==> src/rtl/ztx_pkg.sv <==
package ztx_pkg;
   typedef enum logic [2:0] {
      ST_IDLE   = 3'd0,
      ST_PRESET = 3'd1,
      ST_COARSE = 3'd2,
      ST_FINE   = 3'd3,
      ST_SHUT   = 3'd4,
      ST_DONE   = 3'd5
   } ztx_state_e;

   localparam int unsigned TRIP_COARSE = 0;
   localparam int unsigned TRIP_FINE   = 1;
   localparam int unsigned TRIP_COUNT  = 2;
endpackage

==> src/rtl/ztx_trip_sync.sv <==
module ztx_trip_sync #(
   parameter int unsigned N_BITS = 2,
   parameter int unsigned DEPTH  = 2
) (
   input  logic              clk,
   input  logic              rst_n,
   input  logic [N_BITS-1:0] async_i,
   output logic [N_BITS-1:0] rise_o
);
   if (DEPTH < 2) begin : g_depth_bad
      $error("ztx_trip_sync: DEPTH must be at least 2");
   end

   for (genvar b = 0; b < N_BITS; b++) begin : g_bit
      logic [DEPTH-1:0] chain;
      logic             last;

      always_ff @(posedge clk or negedge rst_n) begin
         if (!rst_n) begin
            chain <= '0;
            last  <= 1'b0;
         end else begin
            chain <= {chain[DEPTH-2:0], async_i[b]};
            last  <= chain[DEPTH-1];
         end
      end

      assign rise_o[b] = chain[DEPTH-1] & ~last;
   end
endmodule

==> src/rtl/ztx_span_timer.sv <==
module ztx_span_timer #(
   parameter int unsigned W = 4
) (
   input  logic         clk,
   input  logic         rst_n,
   input  logic         run_i,
   input  logic [W-1:0] limit_i,
   output logic         done_o
);
   logic [W-1:0] cnt;

   assign done_o = run_i && (cnt == (limit_i - 1'b1));

   always_ff @(posedge clk or negedge rst_n) begin
      if (!rst_n) begin
         cnt <= '0;
      end else if (!run_i || done_o) begin
         cnt <= '0;
      end else begin
         cnt <= cnt + 1'b1;
      end
   end
endmodule

==> src/rtl/ztx_seq_fsm.sv <==
module ztx_seq_fsm
   import ztx_pkg::*;
(
   input  logic       clk,
   input  logic       rst_n,
   input  logic       xfer_phase,
   input  logic       ctrip_rise,
   input  logic       ftrip_rise,
   input  logic       tmr_done,
   output logic       tmr_run,
   output logic       tmr_sel_shut,
   output ztx_state_e state_o,
   output logic       strobe_o,
   output logic       timeout_o
);
   ztx_state_e state, state_nx;
   logic       xfer_q;
   logic       start;
   logic       abort;
   logic       strobe_nx;

   assign start = xfer_phase & ~xfer_q;
   assign abort = ~xfer_phase &&
                  (state == ST_PRESET || state == ST_COARSE || state == ST_FINE);

   always_comb begin
      state_nx  = state;
      strobe_nx = 1'b0;
      unique case (state)
         ST_IDLE:   if (start) state_nx = ST_PRESET;
         ST_PRESET: if (!xfer_phase) state_nx = ST_IDLE;
                    else if (tmr_done) state_nx = ST_COARSE;
         ST_COARSE: if (!xfer_phase) state_nx = ST_IDLE;
                    else if (ctrip_rise) begin
                       state_nx  = ST_FINE;
                       strobe_nx = 1'b1;
                    end
         ST_FINE:   if (!xfer_phase) state_nx = ST_IDLE;
                    else if (ftrip_rise) state_nx = ST_SHUT;
         ST_SHUT:   if (!xfer_phase) state_nx = ST_IDLE;
                    else if (tmr_done) state_nx = ST_DONE;
         ST_DONE:   if (!xfer_phase) state_nx = ST_IDLE;
         default:   state_nx = ST_IDLE;
      endcase
   end

   always_ff @(posedge clk or negedge rst_n) begin
      if (!rst_n) begin
         state     <= ST_IDLE;
         xfer_q    <= 1'b0;
         strobe_o  <= 1'b0;
         timeout_o <= 1'b0;
      end else begin
         state    <= state_nx;
         xfer_q   <= xfer_phase;
         strobe_o <= strobe_nx;
         if (abort) timeout_o <= 1'b1;
      end
   end

   assign tmr_run      = (state == ST_PRESET) || (state == ST_SHUT);
   assign tmr_sel_shut = (state == ST_SHUT);
   assign state_o      = state;
endmodule

==> src/rtl/ztx_phase_seq.sv <==
module ztx_phase_seq
   import ztx_pkg::*;
#(
   parameter int unsigned PRESET_CYC = 2,
   parameter int unsigned SHUT_CYC   = 3,
   parameter int unsigned SYNC_DEPTH = 2
) (
   input  logic clk,
   input  logic rst_n,
   input  logic xfer_phase,
   input  logic coarse_trip,
   input  logic fine_trip,
   output logic preset_o,
   output logic coarse_en_o,
   output logic fine_en_o,
   output logic strobe_o,
   output logic sample_o,
   output logic pullup_o,
   output logic bias_hi_o,
   output logic bias_lo_o,
   output logic timeout_o
);
   localparam int unsigned SPAN_MAX = (PRESET_CYC > SHUT_CYC) ? PRESET_CYC : SHUT_CYC;
   localparam int unsigned TMR_W    = $clog2(SPAN_MAX + 1);
   localparam logic [TMR_W-1:0] PRE_LIM  = TMR_W'(PRESET_CYC);
   localparam logic [TMR_W-1:0] SHUT_LIM = TMR_W'(SHUT_CYC);

   if (PRESET_CYC < 1) begin : g_preset_bad
      $error("ztx_phase_seq: PRESET_CYC must be at least 1");
   end
   if (SHUT_CYC < 1) begin : g_shut_bad
      $error("ztx_phase_seq: SHUT_CYC must be at least 1");
   end

   logic [TRIP_COUNT-1:0] trip_raw;
   logic [TRIP_COUNT-1:0] trip_rise;
   logic                  tmr_run;
   logic                  tmr_sel_shut;
   logic                  tmr_done;
   logic [TMR_W-1:0]      tmr_limit;
   ztx_state_e            state;

   assign trip_raw[TRIP_COARSE] = coarse_trip;
   assign trip_raw[TRIP_FINE]   = fine_trip;

   ztx_trip_sync #(
      .N_BITS (TRIP_COUNT),
      .DEPTH  (SYNC_DEPTH)
   ) u_sync (
      .clk     (clk),
      .rst_n   (rst_n),
      .async_i (trip_raw),
      .rise_o  (trip_rise)
   );

   assign tmr_limit = tmr_sel_shut ? SHUT_LIM : PRE_LIM;

   ztx_span_timer #(
      .W (TMR_W)
   ) u_timer (
      .clk     (clk),
      .rst_n   (rst_n),
      .run_i   (tmr_run),
      .limit_i (tmr_limit),
      .done_o  (tmr_done)
   );

   ztx_seq_fsm u_fsm (
      .clk          (clk),
      .rst_n        (rst_n),
      .xfer_phase   (xfer_phase),
      .ctrip_rise   (trip_rise[TRIP_COARSE]),
      .ftrip_rise   (trip_rise[TRIP_FINE]),
      .tmr_done     (tmr_done),
      .tmr_run      (tmr_run),
      .tmr_sel_shut (tmr_sel_shut),
      .state_o      (state),
      .strobe_o     (strobe_o),
      .timeout_o    (timeout_o)
   );

   always_comb begin
      preset_o    = (state == ST_PRESET);
      coarse_en_o = (state == ST_PRESET) || (state == ST_COARSE);
      fine_en_o   = (state == ST_PRESET) || (state == ST_COARSE) ||
                    (state == ST_FINE)   || (state == ST_SHUT);
      sample_o    = (state == ST_PRESET) || (state == ST_COARSE) || (state == ST_FINE);
      pullup_o    = !sample_o;
      bias_hi_o   = (state == ST_COARSE) || (state == ST_FINE);
      bias_lo_o   = 1'b1;
   end
endmodule

==> config.mk <==
export PLATFORM = sky130hd
export DESIGN_NAME = ztx_phase_seq
export DESIGN_NICKNAME = d
export VERILOG_FILES = /design/src/rtl/ztx_pkg.sv /design/src/rtl/ztx_trip_sync.sv /design/src/rtl/ztx_span_timer.sv /design/src/rtl/ztx_seq_fsm.sv /design/src/rtl/ztx_phase_seq.sv
export SDC_FILE = /design/constraint.sdc
export NUM_CORES = 1
export LEC_CHECK = 0
export BUFFER_PORTS_ARGS = -buffer_cell sky130_fd_sc_hd__buf_2
export CAP_MARGIN = 0
export CORE_MARGIN = 2
export CORE_UTILIZATION = 45
export DETAILED_ROUTE_END_ITERATION = 10
export GPL_ROUTABILITY_DRIVEN = 1
export PLACE_DENSITY = 0.7
export RECOVER_POWER = 50
export SLEW_MARGIN = 30
export SYNTH_ARGS = -nofsm -noshare
export SYNTH_HDL_FRONTEND = slang
export SYNTH_HIERARCHICAL = 1
export SYNTH_SLANG_ARGS = --single-unit
==> constraint.sdc <==
create_clock -name clk -period 4.3 [get_ports clk]
set_input_delay 0.86 -clock clk [delete_from_list [all_inputs] [get_ports clk]]
set_output_delay 0.86 -clock clk [all_outputs]
set_load 0.005 [all_outputs]
==> impl_metrics.ini <==
[clocking]
ctsResizeCount = 0
clock_latency_ns = 0.28
cts_tree = done
clock-sinks = 14
cts_hold_buf = 0
clockRootBuffer = clkbuf_4
clkTransAtPathRegs_ns = 0.09
cts_setup_buffers = 0
cts_htree_levels = 1
cts_buffers = 3
cts_buffer_depth = 2

[placement]
dp_hpwl_um = 785.6
io_buffers = 12
place_ws_ns = 2.254
placed_area_um2 = 769.5
gp_congestion = 0.7738

[sta]
rsz0062_at_grt = no
max-slew-margin-rel_pct = 50.95
fin_ws_ns = 2.091
max_freq_mhz = 452.8
worstMarginPinSlew_ns = 0.7357
period_minus_slack_ns = 2.209
fin_tns_setup_ns = 0
fin_skew_ns = 0.007153
hold_viol = 0
slew_viol_final = 0
setup_violations = 0
final.period_utilization_pct = 51.36

[pwr]
p_int_mw = 0.3049
power.leakage_nw = 0.3731
comb_power_share_pct = 39.3
clkPwrFrac_pct = 19.6
powerDensity_nw_per_um2 = 590.1
irDropWorstVdd_mv = 0.3011
power_frac_seq_pct = 41.1
p_sw_share_pct = 35.76
p_switching_mw = 0.1698

[route]
drtIter0Drc = 2
drcViolationCount = 0
viasPerCell = 4.949
antenna_left = 0
dr.pass1.iters = 4
num_vias = 485
wl_per_cell_um = 11.37
wl_mm = 1.114

[layout]
final_nets = 88
final_area_um2 = 804.5
diodes = 0
final_cell_mix = dfrtp_1, buf_2, nor2_1
areaGrowthSynthToFinish_pct = 13.40
final_core_util_pct = 54.03
drive_gt1_share_pct = 24.39
layout_commonest_cell = dfrtp_1

[synthesis]
synth-seq-cells = 14
netlist_instances = 67
synth_cell_types = 29
synth_top_area_share_pct = 49.38
synth.avg_cell_area_um2 = 10.59
ys_seq_area_share_pct = 49.38
synthTopCellsByArea = dfrtp_1, xnor2_1, nor2b_4, nor2_1, nand3b_1
yosys_warnings = 6
yosysTopAreaCell = dfrtp_1
syn_area_um2 = 709.4

[critical_path]
cp.required_ns = 3.44
cp.arrival_ns = 1.35
crit_type = register to primary output
rrSetupSlack_ns = 2.25
cp_max_fo = 13
r2r_end = u_fsm/state_o[0]$_DFFE_PN0P_
start_kind = register
worstReg2RegStart = u_fsm/state_o[2]$_DFFE_PN0P_
cp-end-kind = primary output
worstRegToRegCells = 8

[grt]
grt_pass1_wl_mm = 1.876
grt_pass1_vias = 424
grt_overflow = 0
grt_max_degree = 17
track_usage_pct = 13.89
antenna_found_initial = 0

[floorplanning]
die_height_um = 43.71
die_area_um2 = 1910
rows = 14
pin_count = 14
die_w_um = 43.71
coreArea_um2 = 1489
start_util_pct = 47.65

[run_status]
status = finished, final reports clean

[hold_path]
whs_path_depth = 0
hold_path_startpoint = u_sync/g_bit[0].chain[0]$_DFF_PN0_
whs_endpoint = u_sync/g_bit[0].chain[1]$_DFF_PN0_
hold_class = register to register

[job]
maxCapViolations = 0
how the worst max path moves through the flow:
stage / start / endpoint / slack, ns / cells past startpoint
detailed placement: xfer_phase / u_fsm/state_o[0]$_DFFE_PN0P_ / 2.25 / 5
floorplan: u_fsm/state_o[2]$_DFFE_PN0P_ / u_fsm/state_o[0]$_DFFE_PN0P_ / 2.46 / 8
global route: u_fsm/state_o[2]$_DFFE_PN0P_ / u_fsm/state_o[0]$_DFFE_PN0P_ / 2.00 / 7
global placement: xfer_phase / u_fsm/state_o[0]$_DFFE_PN0P_ / 2.28 / 4
finish: u_fsm/state_o[0]$_DFFE_PN0P_ / pullup_o / 2.09 / 3
CTS: u_fsm/state_o[0]$_DFFE_PN0P_ / pullup_o / 2.08 / 3
cells by family (layout without fill, tap and decap cells):
group / after synthesis / after routing / synth area share (%)
AND/OR/NAND/NOR: 28 / 28 / 24.70
flip-flops: 14 / 14 / 49.38
XOR/XNOR: 5 / 5 / 6.173
buffers and inverters: 7 / 19 / 5.995
other: 1 / 4 / 0.5286
AO/OA/AOI/OAI: 12 / 12 / 13.22
per-layer routing:
layer	track usage, %	part of all wire, %	vias to the layer above
met5	0	0	-
met4	10.91	0.99	0
met3	3.333	5.3	2
met2	18.53	43	10
met1	19.09	50	220
li1	-	-	253
synthesized netlist by cell type:
cell      count
conb_1        1
nand4b_1      1
nor2b_1       1
or3_1         1
o31ai_1       2
nand3b_1      3
dfrtp_1      14
o41ai_2       1
o21ai_1       1
xor2_1        1
and3b_1       1
buf_2         1
nand2b_1      2
a21oi_1       3
nor2_2        1
nor2b_4       2
or2b_1        1
nand2_1       5
o21bai_1      2
or2_1         1
a21boi_0      2
or4b_1        1
o2111a_2      1
nor3b_1       1
buf_4         2
xnor2_1       4
nor2_1        7
inv_1         3
buf_6         1
worst max-delay path: stages (launching register included):
cell	delay, ns
dfrtp_1	0.63
nor2_2	0.11
or2_1	0.21
buf_2	0.12
through the flow:
step	hold WS (ns)	power, mW	instances
floorplan	0.3312	0.3368	70
global placement	0.3317	0.3819	94
detailed placement	0.3356	0.3855	94
CTS	0.3588	0.4811	98
global route	0.3646	0.5112	98
finish	0.3539	0.4747	98
area by class of cell:
cell class                      instances  area (um^2)
Inverter                                3        11.26
Tap cell                               16        20.02
Sequential cell                        14        350.3
Multi-Input combinational cell         49        327.8
Fill cell                             146        684.4
Timing Repair Buffer                   12        58.81
Clock buffer                            4        36.28
power groups by stage:
| stage | Combinational, mW | Sequential, mW | Clock [mW] |
|---|---|---|---|
| 2_1_floorplan | 0.165 | 0.172 | 0 |
| 3_3_place_gp | 0.185 | 0.197 | 0 |
| 3_5_place_dp | 0.187 | 0.199 | 0 |
| 4_1_cts | 0.189 | 0.195 | 0.0974 |
| 5_1_grt | 0.207 | 0.201 | 0.103 |
| 6_report | 0.187 | 0.195 | 0.0929 |
state kept, by name (all words and copies together), names as in the netlist:
register and count:
u_fsm/xfer_q 1, u_sync/g_bit.last 2, u_sync/g_bit.chain 4, u_timer/cnt 2, u_fsm/state_o 3, u_fsm/strobe_o 1, u_fsm/timeout_o 1
Note: power is estimated with default switching activity, not from simulation.
